$ cat src/rtl/lvl_alloc_pkg.sv
package lvl_alloc_pkg;
  localparam int unsigned NMOD = 3;
  localparam int unsigned LW   = 3;
  localparam int unsigned GW   = 2;
  localparam int unsigned RW   = $clog2(NMOD);

  typedef logic signed [LW-1:0] level_t;
  typedef logic signed [GW-1:0] leg_t;

  localparam level_t LVL_TOP = 3'sd2;
  localparam level_t LVL_BOT = -3'sd2;

  localparam leg_t LEG_P = 2'sb01;
  localparam leg_t LEG_Z = 2'sb00;
  localparam leg_t LEG_N = 2'sb11;
endpackage

$ cat src/rtl/lvl_rank.sv
// rank 0 = highest voltage; ties go to the lower index
module lvl_rank
  import lvl_alloc_pkg::*;
#(
  parameter int unsigned VW = 12
) (
  input  logic [NMOD*VW-1:0] vdc_i,
  output logic [NMOD*RW-1:0] rank_o
);
  always_comb begin
    rank_o = '0;
    for (int i = 0; i < NMOD; i++) begin
      int unsigned beaten;
      beaten = 0;
      for (int j = 0; j < NMOD; j++) begin
        if (j != i) begin
          if ((vdc_i[j*VW +: VW] > vdc_i[i*VW +: VW]) ||
              ((vdc_i[j*VW +: VW] == vdc_i[i*VW +: VW]) && (j < i)))
            beaten++;
        end
      end
      rank_o[i*RW +: RW] = RW'(beaten);
    end
  end
endmodule

$ cat src/rtl/lvl_pick.sv
module lvl_pick
  import lvl_alloc_pkg::*;
(
  input  logic [NMOD*RW-1:0] rank_i,
  input  logic [NMOD*LW-1:0] lvl_i,
  input  logic               rise_i,
  input  logic               cur_pos_i,
  output logic [NMOD*LW-1:0] lvl_o
);
  logic            from_low;
  level_t          limit;
  level_t          step;
  logic [NMOD-1:0] sel;

  // rising with positive current or falling with negative current starts at the lowest rank
  assign from_low = (rise_i == cur_pos_i);
  assign limit    = rise_i ? LVL_TOP : LVL_BOT;
  assign step     = rise_i ? 3'sd1 : -3'sd1;

  always_comb begin
    logic found;
    found = 1'b0;
    sel   = '0;
    for (int p = 0; p < NMOD; p++) begin
      logic [RW-1:0] tgt;
      tgt = from_low ? RW'(NMOD-1-p) : RW'(p);
      for (int m = 0; m < NMOD; m++) begin
        if (!found && (rank_i[m*RW +: RW] == tgt) &&
            (level_t'(lvl_i[m*LW +: LW]) != limit)) begin
          sel[m] = 1'b1;
          found  = 1'b1;
        end
      end
    end
  end

  always_comb begin
    for (int m = 0; m < NMOD; m++) begin
      level_t cur;
      cur = level_t'(lvl_i[m*LW +: LW]);
      lvl_o[m*LW +: LW] = sel[m] ? (cur + step) : cur;
    end
  end
endmodule

$ cat src/rtl/lvl_leg_map.sv
module lvl_leg_map
  import lvl_alloc_pkg::*;
#(
  parameter int unsigned VW = 12
) (
  input  logic [LW-1:0] lvl_i,
  input  logic [VW-1:0] vc1_i,
  input  logic [VW-1:0] vc2_i,
  input  logic          cur_pos_i,
  output logic [GW-1:0] leg_a_o,
  output logic [GW-1:0] leg_b_o
);
  logic alike;
  assign alike = ((vc1_i >= vc2_i) == cur_pos_i);

  always_comb begin
    unique case (lvl_i)
      3'b010: begin leg_a_o = LEG_P; leg_b_o = LEG_N; end
      3'b001: begin
        if (alike) begin leg_a_o = LEG_Z; leg_b_o = LEG_N; end
        else       begin leg_a_o = LEG_P; leg_b_o = LEG_Z; end
      end
      3'b111: begin
        if (alike) begin leg_a_o = LEG_N; leg_b_o = LEG_Z; end
        else       begin leg_a_o = LEG_Z; leg_b_o = LEG_P; end
      end
      3'b110: begin leg_a_o = LEG_N; leg_b_o = LEG_P; end
      default: begin leg_a_o = LEG_Z; leg_b_o = LEG_Z; end
    endcase
  end
endmodule

$ cat src/rtl/cascade_level_allocator.sv
module cascade_level_allocator
  import lvl_alloc_pkg::*;
#(
  parameter int unsigned VW = 12
) (
  input  logic               clk_i,
  input  logic               rst_ni,
  input  logic               trig_i,
  input  logic               rise_i,
  input  logic               cur_pos_i,
  input  logic [NMOD*VW-1:0] vdc_i,
  input  logic [NMOD*VW-1:0] vc1_i,
  input  logic [NMOD*VW-1:0] vc2_i,
  output logic [NMOD*LW-1:0] vec_a_o,
  output logic [NMOD*LW-1:0] vec_b_o,
  output logic [NMOD*GW-1:0] leg_a_o,
  output logic [NMOD*GW-1:0] leg_b_o
);
  logic [NMOD*RW-1:0] rank;
  logic [NMOD*LW-1:0] lvl_nxt;
  logic [NMOD*GW-1:0] leg_a_nxt, leg_b_nxt;
  logic [NMOD*LW-1:0] vec_a_q, vec_b_q;
  logic [NMOD*GW-1:0] leg_a_q, leg_b_q;

  lvl_rank #(.VW(VW)) u_rank (
    .vdc_i  (vdc_i),
    .rank_o (rank)
  );

  lvl_pick u_pick (
    .rank_i    (rank),
    .lvl_i     (vec_b_q),
    .rise_i    (rise_i),
    .cur_pos_i (cur_pos_i),
    .lvl_o     (lvl_nxt)
  );

  for (genvar m = 0; m < NMOD; m++) begin : g_leg
    lvl_leg_map #(.VW(VW)) u_map (
      .lvl_i     (lvl_nxt[m*LW +: LW]),
      .vc1_i     (vc1_i[m*VW +: VW]),
      .vc2_i     (vc2_i[m*VW +: VW]),
      .cur_pos_i (cur_pos_i),
      .leg_a_o   (leg_a_nxt[m*GW +: GW]),
      .leg_b_o   (leg_b_nxt[m*GW +: GW])
    );
  end

  always_ff @(posedge clk_i or negedge rst_ni) begin
    if (!rst_ni) begin
      vec_a_q <= '0;
      vec_b_q <= '0;
      leg_a_q <= '0;
      leg_b_q <= '0;
    end else if (trig_i) begin
      vec_a_q <= vec_b_q;
      vec_b_q <= lvl_nxt;
      leg_a_q <= leg_a_nxt;
      leg_b_q <= leg_b_nxt;
    end
  end

  assign vec_a_o = vec_a_q;
  assign vec_b_o = vec_b_q;
  assign leg_a_o = leg_a_q;
  assign leg_b_o = leg_b_q;
endmodule

$ cat config.mk
export PLATFORM = sky130hd
export DESIGN_NAME = cascade_level_allocator
export DESIGN_NICKNAME = d
export VERILOG_FILES = /design/src/rtl/lvl_alloc_pkg.sv /design/src/rtl/lvl_rank.sv /design/src/rtl/lvl_pick.sv /design/src/rtl/lvl_leg_map.sv /design/src/rtl/cascade_level_allocator.sv
export SDC_FILE = /design/constraint.sdc
export NUM_CORES = 1
export LEC_CHECK = 0
export BUFFER_PORTS_ARGS = -buffer_cell sky130_fd_sc_hd__buf_2
export CELL_PAD_IN_SITES_DETAIL_PLACEMENT = 0
export CELL_PAD_IN_SITES_GLOBAL_PLACEMENT = 1
export CORE_MARGIN = 5
export CORE_UTILIZATION = 41
export CTS_BUF_LIST = sky130_fd_sc_hd__clkbuf_8
export DETAILED_ROUTE_END_ITERATION = 10
export PLACE_DENSITY_LB_ADDON = 0.1
export SLEW_MARGIN = 10
export SYNTH_ARGS = -nofsm -noshare
export SYNTH_HDL_FRONTEND = slang
export SYNTH_SLANG_ARGS = --single-unit
$ cat constraint.sdc
create_clock -name clk_i -period 5.07 [get_ports clk_i]
set_input_delay 1.521 -clock clk_i [delete_from_list [all_inputs] [get_ports clk_i]]
set_output_delay 1.521 -clock clk_i [all_outputs]
set_load 0.03 [all_outputs]
==> impl_results.md <==
- First-pass GRT wire length: 16.2 mm
- Initial Util: between 40% and 50%
- Worst Hold Class: reg -> reg
- Worst path max stage delay: 400 ps
- Crit path kind: in -> reg
- Cells after Synth: around 470
- WL/cell: roughly 13 um
- Status: finished clean
- Finish-stage setup viols: 0
- Post-synth top flop: dfrtp_1
- Worst path slowest cell: o32a_2
- Clock transition at path regs: around 70 ps
- Largest net degree at the start of global routing: 32
- Max-Slew Margin vs Limit: roughly half
- Pwr/cell area: 408 nW/um2
- Critical Path, Cell by Cell: buf_2 -> inv_1 -> ha_1 -> a21oi_1 -> o21ai_0 -> a2111oi_2 -> a21oi_2 -> ha_1 -> and2_1 -> o21ai_0 -> o221ai_2 -> o32a_2 -> a21oi_4 -> xnor2_1 -> o21ai_1 -> a221o_1
- Setup TNS: 0 ps
- Die Wd: between 100 and 150 um
- Hpwl dp: ~8.2 mm
- Ranking of synthesized cells by area: ha_1, dfrtp_1, inv_1
- Via count: about 3800
- GR Overflow Total: 0
- Measured slew at the worst slew-check pin: approximately 740 ps
- Site row count: 36
- Layout area overhead: 23.9%
- RSZ-0062 raised after global routing: false
- DRC viols: 0
- Yosys reg bits: 30
- # clock sinks: 30
- Vias in the first global route: about 3700
- Antenna violation net count after detailed routing: 0
- Tmin final: 4670 ps
- Post-CTS Hold Buffers: 0
- Syn nets: roughly 660
- Ys Warns: 0
- Initial antenna violation count: 0
- Layout cell share with drive strength beyond 1: between 30% and 40%
- Gp weighted congestion: 0.845
- Max Cap Violations: 0
- Total core area: around 9700 um2
- Clock Skew: 6.17 ps
- Mapped Area: ~4000 um2
- Clock root cell: clkbuf_8
- Slew Limit Fails: 0
- Yosys top cell area share: between 20% and 30%
- Pleak: 2.68 nW
- Final Routed Wirelength: 9.74 mm
- DIE AREA: 11900 um2
- Data arrival, critical path: around 4800 ps
- Post-DP Area: between 4000 and 5000 um2
- Tcrit/Tclk final: between 90% and 100%
- Worst Path Max Fanout: 7
- Antenna diodes: 0
- Total CTS buffers: 5
- Max Freq: 0.214 GHz
- Required time of the critical path: between 5000 and 6000 ps
- Sequential share of the synthesized area: a little under a fifth
- Critical Path Start Type: input port
- FILL cells: between 900 and 1000
- Number of flops mapped to enable cells by yosys: 0
- Post-route cell area: 4980 um2
- Hold Violations, Final: 0
- CTS tree: built
- Die height: about 110 um
- Crit. End Element: flop
- # port buffers: ~140
- Mean Syn Cell Area: around 8.5 um2
- Pre-CTS WS: between 100 and 150 ps
- Drt first-iter violations: roughly 140
- # IOs: roughly 140
- H-tree depth: 2
- VDD IR max: 0.366 mV
- Worst skew pair latency: 280 ps
- Clock buffer depth: 2
- GRT Util Overall: 16.4%
- Commonest cells after routing, fill and taps aside: buf_2, inv_1, ha_1, dfrtp_1, nand2_1
- Nets@finish: roughly 800
- Setup WS post-layout: about 400 ps
- Largest area contributor in the netlist: ha_1
- Commonest non-fill, non-tap cell in the layout: buf_2
- Distinct cells, synth: 73
- Post-synth ARST share: 100%
- DR vias/cell: 5.10
- DRT Pass-1 Iters: 5
cell families after synthesis:
logic type                 share of synthesized area (%)
DFF                                                 18.7
AOI/OAI and AO/OA                                   24.5
adders and majority gates                           24.2
xor gates and xnor gates                            5.45
buffers and inverters                               8.60
muxes                                               4.46
and+or+nand+nor                                     14.1
registers in the layout, indices dropped and copies added (netlist names):
name	count
vec_a_o	9
vec_b_o	9
leg_a_o	6
leg_b_o	6
cell usage after synthesis (2+ instances only):
cell and count:
o31ai_1 2, nand2b_1 9, a21oi_1 20, a31o_2 2
o2bb2ai_1 2, clkbuf_1 7, fa_1 3, buf_4 2
nor3_1 5, xor2_1 10, or2_1 2, mux2_2 11
inv_1 75, nand3_1 10, o21ai_0 22, nand2_1 23
nor2b_1 9, a221o_1 3, o21ai_1 3, a211oi_1 6
or4_1 3, and2_1 7, o21bai_1 2, nand4_1 8
dfrtp_1 30, o221ai_2 3, o211ai_1 6, or3_1 5
xnor2_1 15, mux2i_1 4, ha_1 73, a211o_1 2
o2111ai_1 3, a21o_1 14, buf_1 2, a31oi_1 6
and3_1 3, nor2_1 18, a211oi_2 2, o21a_1 7
worst paths after layout:
kind,from,end,slack [ps],cells after the start
setup / recovery,vdc_i[21],leg_a_o[2]$_DFFE_PN0P_,400,16
hold / removal,leg_a_o[4]$_DFFE_PN0P_,leg_a_o[4]$_DFFE_PN0P_,490,1
setup reg to reg,vec_b_o[8]$_DFFE_PN0P_,leg_a_o[2]$_DFFE_PN0P_,2200,8
hold reg to reg,leg_a_o[4]$_DFFE_PN0P_,leg_a_o[4]$_DFFE_PN0P_,490,1
max in group asynchronous,rst_ni,leg_a_o[2]$_DFFE_PN0P_,3350,1
min in group asynchronous,rst_ni,vec_b_o[1]$_DFFE_PN0P_,1270,1
power by group:
part           total [mW]  switching, mW  internal [mW]
Combinational        1.31          0.789          0.522
Sequential          0.481          0.127          0.355
Clock               0.237         0.0925          0.145
worst max-delay path, delay by kind of cell:
kind	cells	cell delay, ps
compound gates	10	2280
fa+ha+maj	2	540
xor+xnor	1	200
simple gates	1	160
buf+inv	2	120
stage by stage:
| step | utilization [%] | std cells | hold slack [ps] | total power, mW |
|---|---|---|---|---|
| 2_1_floorplan | - | 472 | 654 | 1.46 |
| 3_3_place_gp | 50.2 | 739 | 479 | 1.78 |
| 3_5_place_dp | 50.2 | 739 | 473 | 1.80 |
| 4_1_cts | 51.3 | 747 | 494 | 2.05 |
| 5_1_grt | 51.4 | 747 | 520 | 2.22 |
| 6_report | 51.4 | 747 | 487 | 2.03 |
what timing repair did:
item / 4_1_cts / 5_1_grt
setup endpoints to repair: 0 / 3
setup buffers: 0 / 0
gates resized for setup: 0 / 1
layer usage:
layer  up-vias  GRT usage [%]  share of wire [%]
met2        95           29.2                 48
met5         -              0                  0
li1       1971              -                  -
met4         0           1.89               0.32
met3         4           2.37                5.3
met1      1741           21.7                 47
cell type report:
class	instances	area (um2)	area share (%)
timing repair buffer	146	741	14.9
tap	133	166	3.34
inverter	76	285	5.73
sequential	30	751	15.1
clock buffer	5	68.8	1.38
multi-input combinational	354	2920	58.8
clock inverter	3	40.0	0.805
(Power assumes the default switching activity.)
